`src/rtl/sbus_pkg.sv`:
```
package sbus_pkg;

    typedef enum logic [1:0] {
        SZ_BYTE = 2'b00,
        SZ_WORD = 2'b01,
        SZ_LONG = 2'b10,
        SZ_LNG2 = 2'b11
    } sbus_size_e;

    function automatic logic [2:0] size_bytes(input sbus_size_e sz);
        case (sz)
            SZ_BYTE: size_bytes = 3'd1;
            SZ_WORD: size_bytes = 3'd2;
            default: size_bytes = 3'd4;
        endcase
    endfunction

endpackage

```
`src/rtl/sbus_area_mode.sv`:
```
module sbus_area_mode #(
    parameter int NAREA = 8,
    parameter int ABITS = $clog2(NAREA)
) (
    input  logic [ABITS-1:0] area,
    input  logic [NAREA-1:0] cfg_lanesel,
    input  logic [NAREA-1:0] cfg_wide,
    input  logic [NAREA-1:0] cfg_burst,
    input  logic [NAREA-1:0] cfg_muxed,
    input  logic [NAREA-1:0] cfg_rd_early,
    output logic             lanesel_mode,
    output logic             wide,
    output logic             rd_early
);

    logic [NAREA-1:0] eff_sel;

    // Lane-select only survives in plain 16-bit areas.
    for (genvar i = 0; i < NAREA; i++) begin : g_area
        assign eff_sel[i] = cfg_lanesel[i] & cfg_wide[i] & ~cfg_burst[i] & ~cfg_muxed[i];
    end

    assign lanesel_mode = eff_sel[area];
    assign wide         = cfg_wide[area];
    assign rd_early     = cfg_rd_early[area];

endmodule

```
`src/rtl/sbus_beat_plan.sv`:
```
module sbus_beat_plan
    import sbus_pkg::*;
#(
    parameter int AW = 24
) (
    input  logic             wide,
    input  sbus_size_e       size,
    input  logic [AW-1:0]    addr,
    input  logic [31:0]      wdata,
    input  logic [1:0]       beat,
    input  logic [15:0]      din,
    input  logic [31:0]      acc,
    output logic [AW-1:0]    beat_addr,
    output logic             lane_hi,
    output logic             lane_lo,
    output logic [15:0]      dout,
    output logic [1:0]       last_beat,
    output logic [31:0]      acc_next
);

    logic [AW-1:0] base;
    logic [2:0]    nbytes;
    logic [1:0]    sel;
    logic [7:0]    nbyte;

    always_comb begin
        nbytes    = size_bytes(size);
        base      = (size == SZ_BYTE) ? addr : {addr[AW-1:1], 1'b0};
        sel       = 2'd0;
        nbyte     = 8'd0;
        beat_addr = base;
        lane_hi   = 1'b1;
        lane_lo   = 1'b1;
        dout      = wdata[15:0];
        last_beat = 2'd0;
        acc_next  = {acc[15:0], din};
        if (wide) begin
            beat_addr = base + AW'({beat, 1'b0});
            case (size)
                SZ_BYTE: begin
                    lane_hi  = ~addr[0];
                    lane_lo  = addr[0];
                    dout     = {wdata[7:0], wdata[7:0]};
                    acc_next = {acc[23:0], addr[0] ? din[7:0] : din[15:8]};
                end
                SZ_WORD: begin
                    dout = wdata[15:0];
                end
                default: begin
                    last_beat = 2'd1;
                    dout      = beat[0] ? wdata[15:0] : wdata[31:16];
                end
            endcase
        end else begin
            // 8-bit device on the upper lane: one byte per beat.
            last_beat = 2'(nbytes - 3'd1);
            beat_addr = base + AW'(beat);
            sel       = last_beat - beat;
            nbyte     = wdata[{sel, 3'b000} +: 8];
            lane_hi   = 1'b1;
            lane_lo   = 1'b0;
            dout      = {nbyte, nbyte};
            acc_next  = {acc[23:0], din[15:8]};
        end
    end

endmodule

```
`src/rtl/sbus_strobe_gen.sv`:
```
module sbus_strobe_gen #(
    parameter int TW = 5
) (
    input  logic          active,
    input  logic [TW-1:0] tick,
    input  logic [TW-1:0] len_m1,
    input  logic          write,
    input  logic          lanesel_mode,
    input  logic          rd_early,
    input  logic          lane_hi,
    input  logic          lane_lo,
    output logic          rd_n,
    output logic          rw_n,
    output logic          hstb_n,
    output logic          lstb_n,
    output logic          rw_low,
    output logic          cap
);

    logic [TW-1:0] rd_last;
    logic          rd_low;
    logic          win;

    always_comb begin
        // Lane-select mode always ends the read half a bus clock early.
        rd_last = (lanesel_mode || rd_early) ? (len_m1 - TW'(1)) : len_m1;
        rd_low  = active && !write && (tick != '0) && (tick <= rd_last);
        rw_low  = active && write;
        if (lanesel_mode) begin
            win = active && (tick != '0);
        end else begin
            win = active && write && (tick != '0) && (tick < len_m1);
        end
        rd_n   = ~rd_low;
        rw_n   = ~rw_low;
        hstb_n = ~(win && lane_hi);
        lstb_n = ~(win && lane_lo);
        cap    = active && !write && (tick == rd_last);
    end

endmodule

```
`src/rtl/sram_bytesel_bus.sv`:
```
module sram_bytesel_bus
    import sbus_pkg::*;
#(
    parameter int AW       = 24,
    parameter int NAREA    = 8,
    parameter int WAITW    = 3,
    parameter int WAIT_MAX = (1 << WAITW) - 1
) (
    input  logic              clk,
    input  logic              rst_n,
    input  logic              req_valid,
    input  logic [AW-1:0]     req_addr,
    input  logic [1:0]        req_size,
    input  logic              req_write,
    input  logic [31:0]       req_wdata,
    input  logic [WAITW-1:0]  wait_states,
    input  logic [NAREA-1:0]  cfg_lanesel,
    input  logic [NAREA-1:0]  cfg_wide,
    input  logic [NAREA-1:0]  cfg_burst,
    input  logic [NAREA-1:0]  cfg_muxed,
    input  logic [NAREA-1:0]  cfg_rd_early,
    output logic              busy,
    output logic              done,
    output logic [31:0]       rdata,
    output logic [AW-1:0]     bus_addr,
    output logic [15:0]       bus_dout,
    output logic              bus_doe,
    input  logic [15:0]       bus_din,
    output logic              bus_rd_n,
    output logic              bus_rw_n,
    output logic              bus_hstb_n,
    output logic              bus_lstb_n
);

    localparam int ABITS = $clog2(NAREA);
    localparam int TW    = $clog2(4 + 2 * WAIT_MAX);

    typedef struct packed {
        logic             active;
        logic             done;
        logic             hold;
        logic [TW-1:0]    tick;
        logic [1:0]       beat;
        logic [AW-1:0]    addr;
        sbus_size_e       size;
        logic             write;
        logic [31:0]      wdata;
        logic [WAITW-1:0] wait_n;
        logic             lanesel;
        logic             wide;
        logic             rd_early;
        logic [31:0]      acc;
    } st_t;

    st_t st_q, st_d;

    logic          req_lanesel, req_wide, req_rd_early;
    logic [AW-1:0] beat_addr;
    logic          lane_hi, lane_lo;
    logic [15:0]   beat_dout;
    logic [1:0]    last_beat;
    logic [31:0]   acc_next;
    logic [TW-1:0] len_m1;
    logic          rw_low, cap;

    sbus_area_mode #(.NAREA(NAREA), .ABITS(ABITS)) u_area (
        .area         (req_addr[AW-1 -: ABITS]),
        .cfg_lanesel  (cfg_lanesel),
        .cfg_wide     (cfg_wide),
        .cfg_burst    (cfg_burst),
        .cfg_muxed    (cfg_muxed),
        .cfg_rd_early (cfg_rd_early),
        .lanesel_mode (req_lanesel),
        .wide         (req_wide),
        .rd_early     (req_rd_early)
    );

    sbus_beat_plan #(.AW(AW)) u_plan (
        .wide      (st_q.wide),
        .size      (st_q.size),
        .addr      (st_q.addr),
        .wdata     (st_q.wdata),
        .beat      (st_q.beat),
        .din       (bus_din),
        .acc       (st_q.acc),
        .beat_addr (beat_addr),
        .lane_hi   (lane_hi),
        .lane_lo   (lane_lo),
        .dout      (beat_dout),
        .last_beat (last_beat),
        .acc_next  (acc_next)
    );

    assign len_m1 = TW'(3) + TW'({st_q.wait_n, 1'b0});

    sbus_strobe_gen #(.TW(TW)) u_strb (
        .active       (st_q.active),
        .tick         (st_q.tick),
        .len_m1       (len_m1),
        .write        (st_q.write),
        .lanesel_mode (st_q.lanesel),
        .rd_early     (st_q.rd_early),
        .lane_hi      (lane_hi),
        .lane_lo      (lane_lo),
        .rd_n         (bus_rd_n),
        .rw_n         (bus_rw_n),
        .hstb_n       (bus_hstb_n),
        .lstb_n       (bus_lstb_n),
        .rw_low       (rw_low),
        .cap          (cap)
    );

    always_comb begin
        st_d      = st_q;
        st_d.done = 1'b0;
        st_d.hold = rw_low;
        if (!st_q.active) begin
            if (req_valid) begin
                st_d.active   = 1'b1;
                st_d.tick     = '0;
                st_d.beat     = 2'd0;
                st_d.addr     = req_addr;
                st_d.size     = sbus_size_e'(req_size);
                st_d.write    = req_write;
                st_d.wdata    = req_wdata;
                st_d.wait_n   = wait_states;
                st_d.lanesel  = req_lanesel;
                st_d.wide     = req_wide;
                st_d.rd_early = req_rd_early;
                st_d.acc      = '0;
            end
        end else begin
            if (cap) begin
                st_d.acc = acc_next;
            end
            if (st_q.tick == len_m1) begin
                st_d.tick = '0;
                if (st_q.beat == last_beat) begin
                    st_d.active = 1'b0;
                    st_d.done   = 1'b1;
                end else begin
                    st_d.beat = st_q.beat + 2'd1;
                end
            end else begin
                st_d.tick = st_q.tick + TW'(1);
            end
        end
    end

    always_ff @(posedge clk or negedge rst_n) begin
        if (!rst_n) begin
            st_q <= '0;
        end else begin
            st_q <= st_d;
        end
    end

    assign busy     = st_q.active;
    assign done     = st_q.done;
    assign rdata    = st_q.acc;
    assign bus_addr = beat_addr;
    assign bus_dout = beat_dout;
    assign bus_doe  = rw_low | st_q.hold;

    p_idle_quiet_r12: assert property (@(posedge clk) disable iff (!rst_n)
        !busy |-> (bus_rd_n && bus_rw_n && bus_hstb_n && bus_lstb_n));

    p_basic_read_nosel_r3: assert property (@(posedge clk) disable iff (!rst_n)
        (busy && !st_q.lanesel && bus_rw_n) |-> (bus_hstb_n && bus_lstb_n));

    p_sel_with_read_r2: assert property (@(posedge clk) disable iff (!rst_n)
        (busy && st_q.lanesel && !bus_rd_n) |-> !(bus_hstb_n && bus_lstb_n));

    p_no_read_in_write_r5: assert property (@(posedge clk) disable iff (!rst_n)
        !bus_rw_n |-> bus_rd_n);

    p_early_negate_r5: assert property (@(posedge clk) disable iff (!rst_n)
        (busy && st_q.lanesel && st_q.tick == len_m1) |-> bus_rd_n);

    p_write_whole_r4: assert property (@(posedge clk) disable iff (!rst_n)
        (busy && !bus_rw_n && !(st_q.tick == len_m1 && st_q.beat == last_beat)) |=> !bus_rw_n);

    p_oe_hold_r10: assert property (@(posedge clk) disable iff (!rst_n)
        (bus_doe && bus_rw_n) |-> $past(!bus_rw_n));

    p_byte_one_lane_r6: assert property (@(posedge clk) disable iff (!rst_n)
        (busy && st_q.size == SZ_BYTE) |-> (bus_hstb_n || bus_lstb_n));

    p_narrow_upper_r7: assert property (@(posedge clk) disable iff (!rst_n)
        (busy && !st_q.wide) |-> bus_lstb_n);

    p_done_pulse_r11: assert property (@(posedge clk) disable iff (!rst_n)
        done |=> !done);

    p_done_after_busy_r11: assert property (@(posedge clk) disable iff (!rst_n)
        $rose(done) |-> ($past(busy) && !busy));

endmodule

```
`config.mk`:
```
export PLATFORM = sky130hd
export DESIGN_NAME = sram_bytesel_bus
export DESIGN_NICKNAME = d
export VERILOG_FILES = /design/src/rtl/sbus_pkg.sv /design/src/rtl/sbus_area_mode.sv /design/src/rtl/sbus_beat_plan.sv /design/src/rtl/sbus_strobe_gen.sv /design/src/rtl/sram_bytesel_bus.sv
export SDC_FILE = /design/constraint.sdc
export NUM_CORES = 1
export LEC_CHECK = 0
export CAP_MARGIN = 15
export CORE_MARGIN = 8
export CORE_UTILIZATION = 52
export DETAILED_ROUTE_END_ITERATION = 7
export GPL_TIMING_DRIVEN = 0
export HOLD_SLACK_MARGIN = 0.1
export PLACE_DENSITY = 0.95
export SLEW_MARGIN = 40
export SYNTH_ARGS = -nofsm -noshare
export SYNTH_HDL_FRONTEND = slang
export SYNTH_SLANG_ARGS = --single-unit
```
`constraint.sdc`:
```
create_clock -name clk -period 6.6 [get_ports clk]
set_input_delay 1.32 -clock clk [delete_from_list [all_inputs] [get_ports clk]]
set_output_delay 1.32 -clock clk [all_outputs]
set_load 0.1 [all_outputs]
```
==> metrics <==
outcome completed; crit path cell chain buf_2 -> nor2_1 -> and2_1 -> ha_1 -> inv_1 -> fa_1 -> nand2b_1 -> mux2i_1 -> and4_1 -> nand3_1 -> xnor2_1 -> buf_2; FF-to-FF setup slack 4.05 ns; largest net degree at the start of global routing 75; number of synthesized flops with an enable pin 0; CP delay by family, top simple AND/OR/NAND/NOR gates; RSZ-0062 raised after global routing no; Initial Util 0.526; maxcap violations 0; Setup Skew 0.00726 ns; Worst setup EP type primary output; CTS tree yes; Ports 200; Worst Tran Pin Value 0.679 ns; f_max 206 MHz; post-synthesis simple-gate area fraction 0.224; grt total ovfl 0; Compound-Gate Fraction of Synth Area 0.0920; post-CTS setup buffer count 0; root buffer cell clkbuf_16; worst hold path class flop to flop; adder-cell share of the synthesized area 0.0289; largest family of logic cells by synthesized area simple AND/OR/NAND/NOR gates; Fin Setup TNS 0 ns; initial antenna violation count 0; post-synthesis instance total 757; CTS buffer count 9; Nets 1,102; period utilization 0.736; sequential area share after synthesis 0.407; First DRT Iteration DRCs 696; Post-DP HPWL 15,500 microns; Critical Path Source Type flop; Yosys top cell by area dfrtp_1; Synth Register Bits 107; r2r startpoint st_q[35]; GP Congestion 0.926; CTS resizes 0; GRT Overall Usage 0.249; drt pass-1 iters 7; commonest non-fill, non-tap cell in the layout nand2_1; hold slack 0.494 ns; synth warn 0; final hold violation count 0; clk slew on worst S/H paths 0.07 ns; final core occ 0.698; Die Y 129 microns; Routed WL per cell 17.9 microns; CP startpoint st_q[72]; DIE WIDTH 129 microns; Buf/Inv on CP 3; Clock Tree Buf Depth 2; Pins Over Slew Limit 0; Tmin final 4.86 ns; Crit Path Max Fanout 8; proportion of synthesized area in mux cells 0.138; Critical-path top delay cell buf_2; share of cells above drive strength 1 0.188; final setup fails 0; Clock Latency Late Sink 0.36 ns; Area growth syn-to-layout 32.7%; ys flop type dfrtp_1; Worst setup endpoint bus_addr[18]; Slew HR 0.545; Synth Area in XOR/XNOR 0.0374; H-tree depth 3; first-pass GRT wire length 32,500 microns; most frequent cells in the layout 258 x nand2_1, 118 x clkdlybuf4s50_1, 107 x dfrtp_1; largest cells by area after synthesis dfrtp_1 41%, nand2_1 15%, mux2i_1 7.1%; CP Class flop to primary output; Worst path depth 12; Cell Rows 41; worst reg2reg endpoint rdata[17]; Worst Reg-to-Reg Cells 9; Mapped Nets 892; post-synth top area share 0.407; Netlist cell types 50; Hold-fix buffers, CTS 0; drt drc 0; core area 0.0125 sq mm; CP peak stage delay 0.44 ns; Worst EP arrival 3.54 ns; average footprint of a synthesized cell 8.70 sq um; Clock Sinks 107; CP most frequent cell buf_2; Vias/cell 5.58; number of global-route vias before repair 6,408; fillers 981; PortBufs 198; via count 6,381; Die Area 0.0165 sq mm; ys async rst share 1.00; CP required 5.28 ns; final WL 20,500 microns; Post-Syn Area 0.00658 sq mm; # diodes 0; antenna-violating nets left 0
[sequential cells by signal, summed over array words and instances, names as in the netlist]
name   count
rdata     32
done       1
st_q      73
busy       1
[kinds of logic after synthesis]
group | after synthesis
mux | 82
fa+ha+maj | 14
simple gates | 345
buf+inv | 86
flops | 107
compound gates | 97
xor+xnor | 26
[routing by layer]
metal,GRT usage,part of all wire
met4,0.0954,0.030
met1,0.305,0.37
met3,0.0592,0.094
met2,0.419,0.50
met5,0,0
[through the flow]
step / setup slack, ns / instance area (sq um) / instances
after global routing: 1.47 / 8740 / 1143
after global placement: 0.0690 / 8780 / 1127
after CTS: 1.71 / 8740 / 1143
after detailed placement: 2.17 / 8420 / 1128
after floorplan: 1.55 / 6580 / 757
final: 1.74 / 8740 / 1143
[worst min path at each step]
stage | startpoint | endpoint | depth (start not counted)
2_1_floorplan | st_q[32] | st_q[32] | 2
3_3_place_gp | rdata[24] | rdata[24] | 2
3_5_place_dp | rdata[26] | rdata[26] | 2
4_1_cts | st_q[32] | st_q[32] | 2
5_1_grt | rdata[24] | rdata[24] | 2
6_report | st_q[32] | st_q[32] | 2
[worst register-to-register path: stages, from the launching register on]
cell and delay [ns]:
dfrtp_1 0.42, ha_1 0.22, xnor2_1 0.13, ha_1 0.30
and4_1 0.21, clkbuf_1 0.16, a31oi_1 0.33, clkbuf_1 0.45
nand2_1 0.13, o21ai_0 0.12
[layout make-up]
class	count	area, sq um	share of cell area
plain buffers	76	442	0.0505
clock buffers	9	225	0.0258
multi-input cells	564	3430	0.392
clock inverters	6	96.3	0.0110
flip-flops and latches	107	2680	0.306
well taps	172	215	0.0246
inverters	10	37.5	0.00429
repair buffers	199	1620	0.185
[synthesized netlist by cell type (2+ instances only)]
| library cell | n |
|---|---|
| mux2i_1 | 47 |
| nand2_1 | 258 |
| buf_4 | 32 |
| nand3_1 | 32 |
| nand4b_1 | 2 |
| and4_1 | 4 |
| fa_1 | 2 |
| a222oi_1 | 14 |
| a21oi_1 | 8 |
| mux4_2 | 4 |
| or4b_2 | 2 |
| inv_1 | 10 |
| mux2_2 | 31 |
| buf_2 | 10 |
| o31ai_1 | 3 |
| buf_1 | 2 |
| dfrtp_1 | 107 |
| a21boi_0 | 2 |
| nor2_1 | 11 |
| nand4_1 | 7 |
| clkbuf_1 | 30 |
| a21o_1 | 2 |
| xnor2_1 | 19 |
| ha_1 | 12 |
| xor2_1 | 6 |
| nand2b_1 | 5 |
| and3_1 | 6 |
| and2_1 | 4 |
| nor2b_1 | 5 |
| o21ai_0 | 58 |
| nor3_1 | 3 |
Power is not shown: default switching activity piles up to over one toggle a cycle in this logic, so the estimate is an artifact.
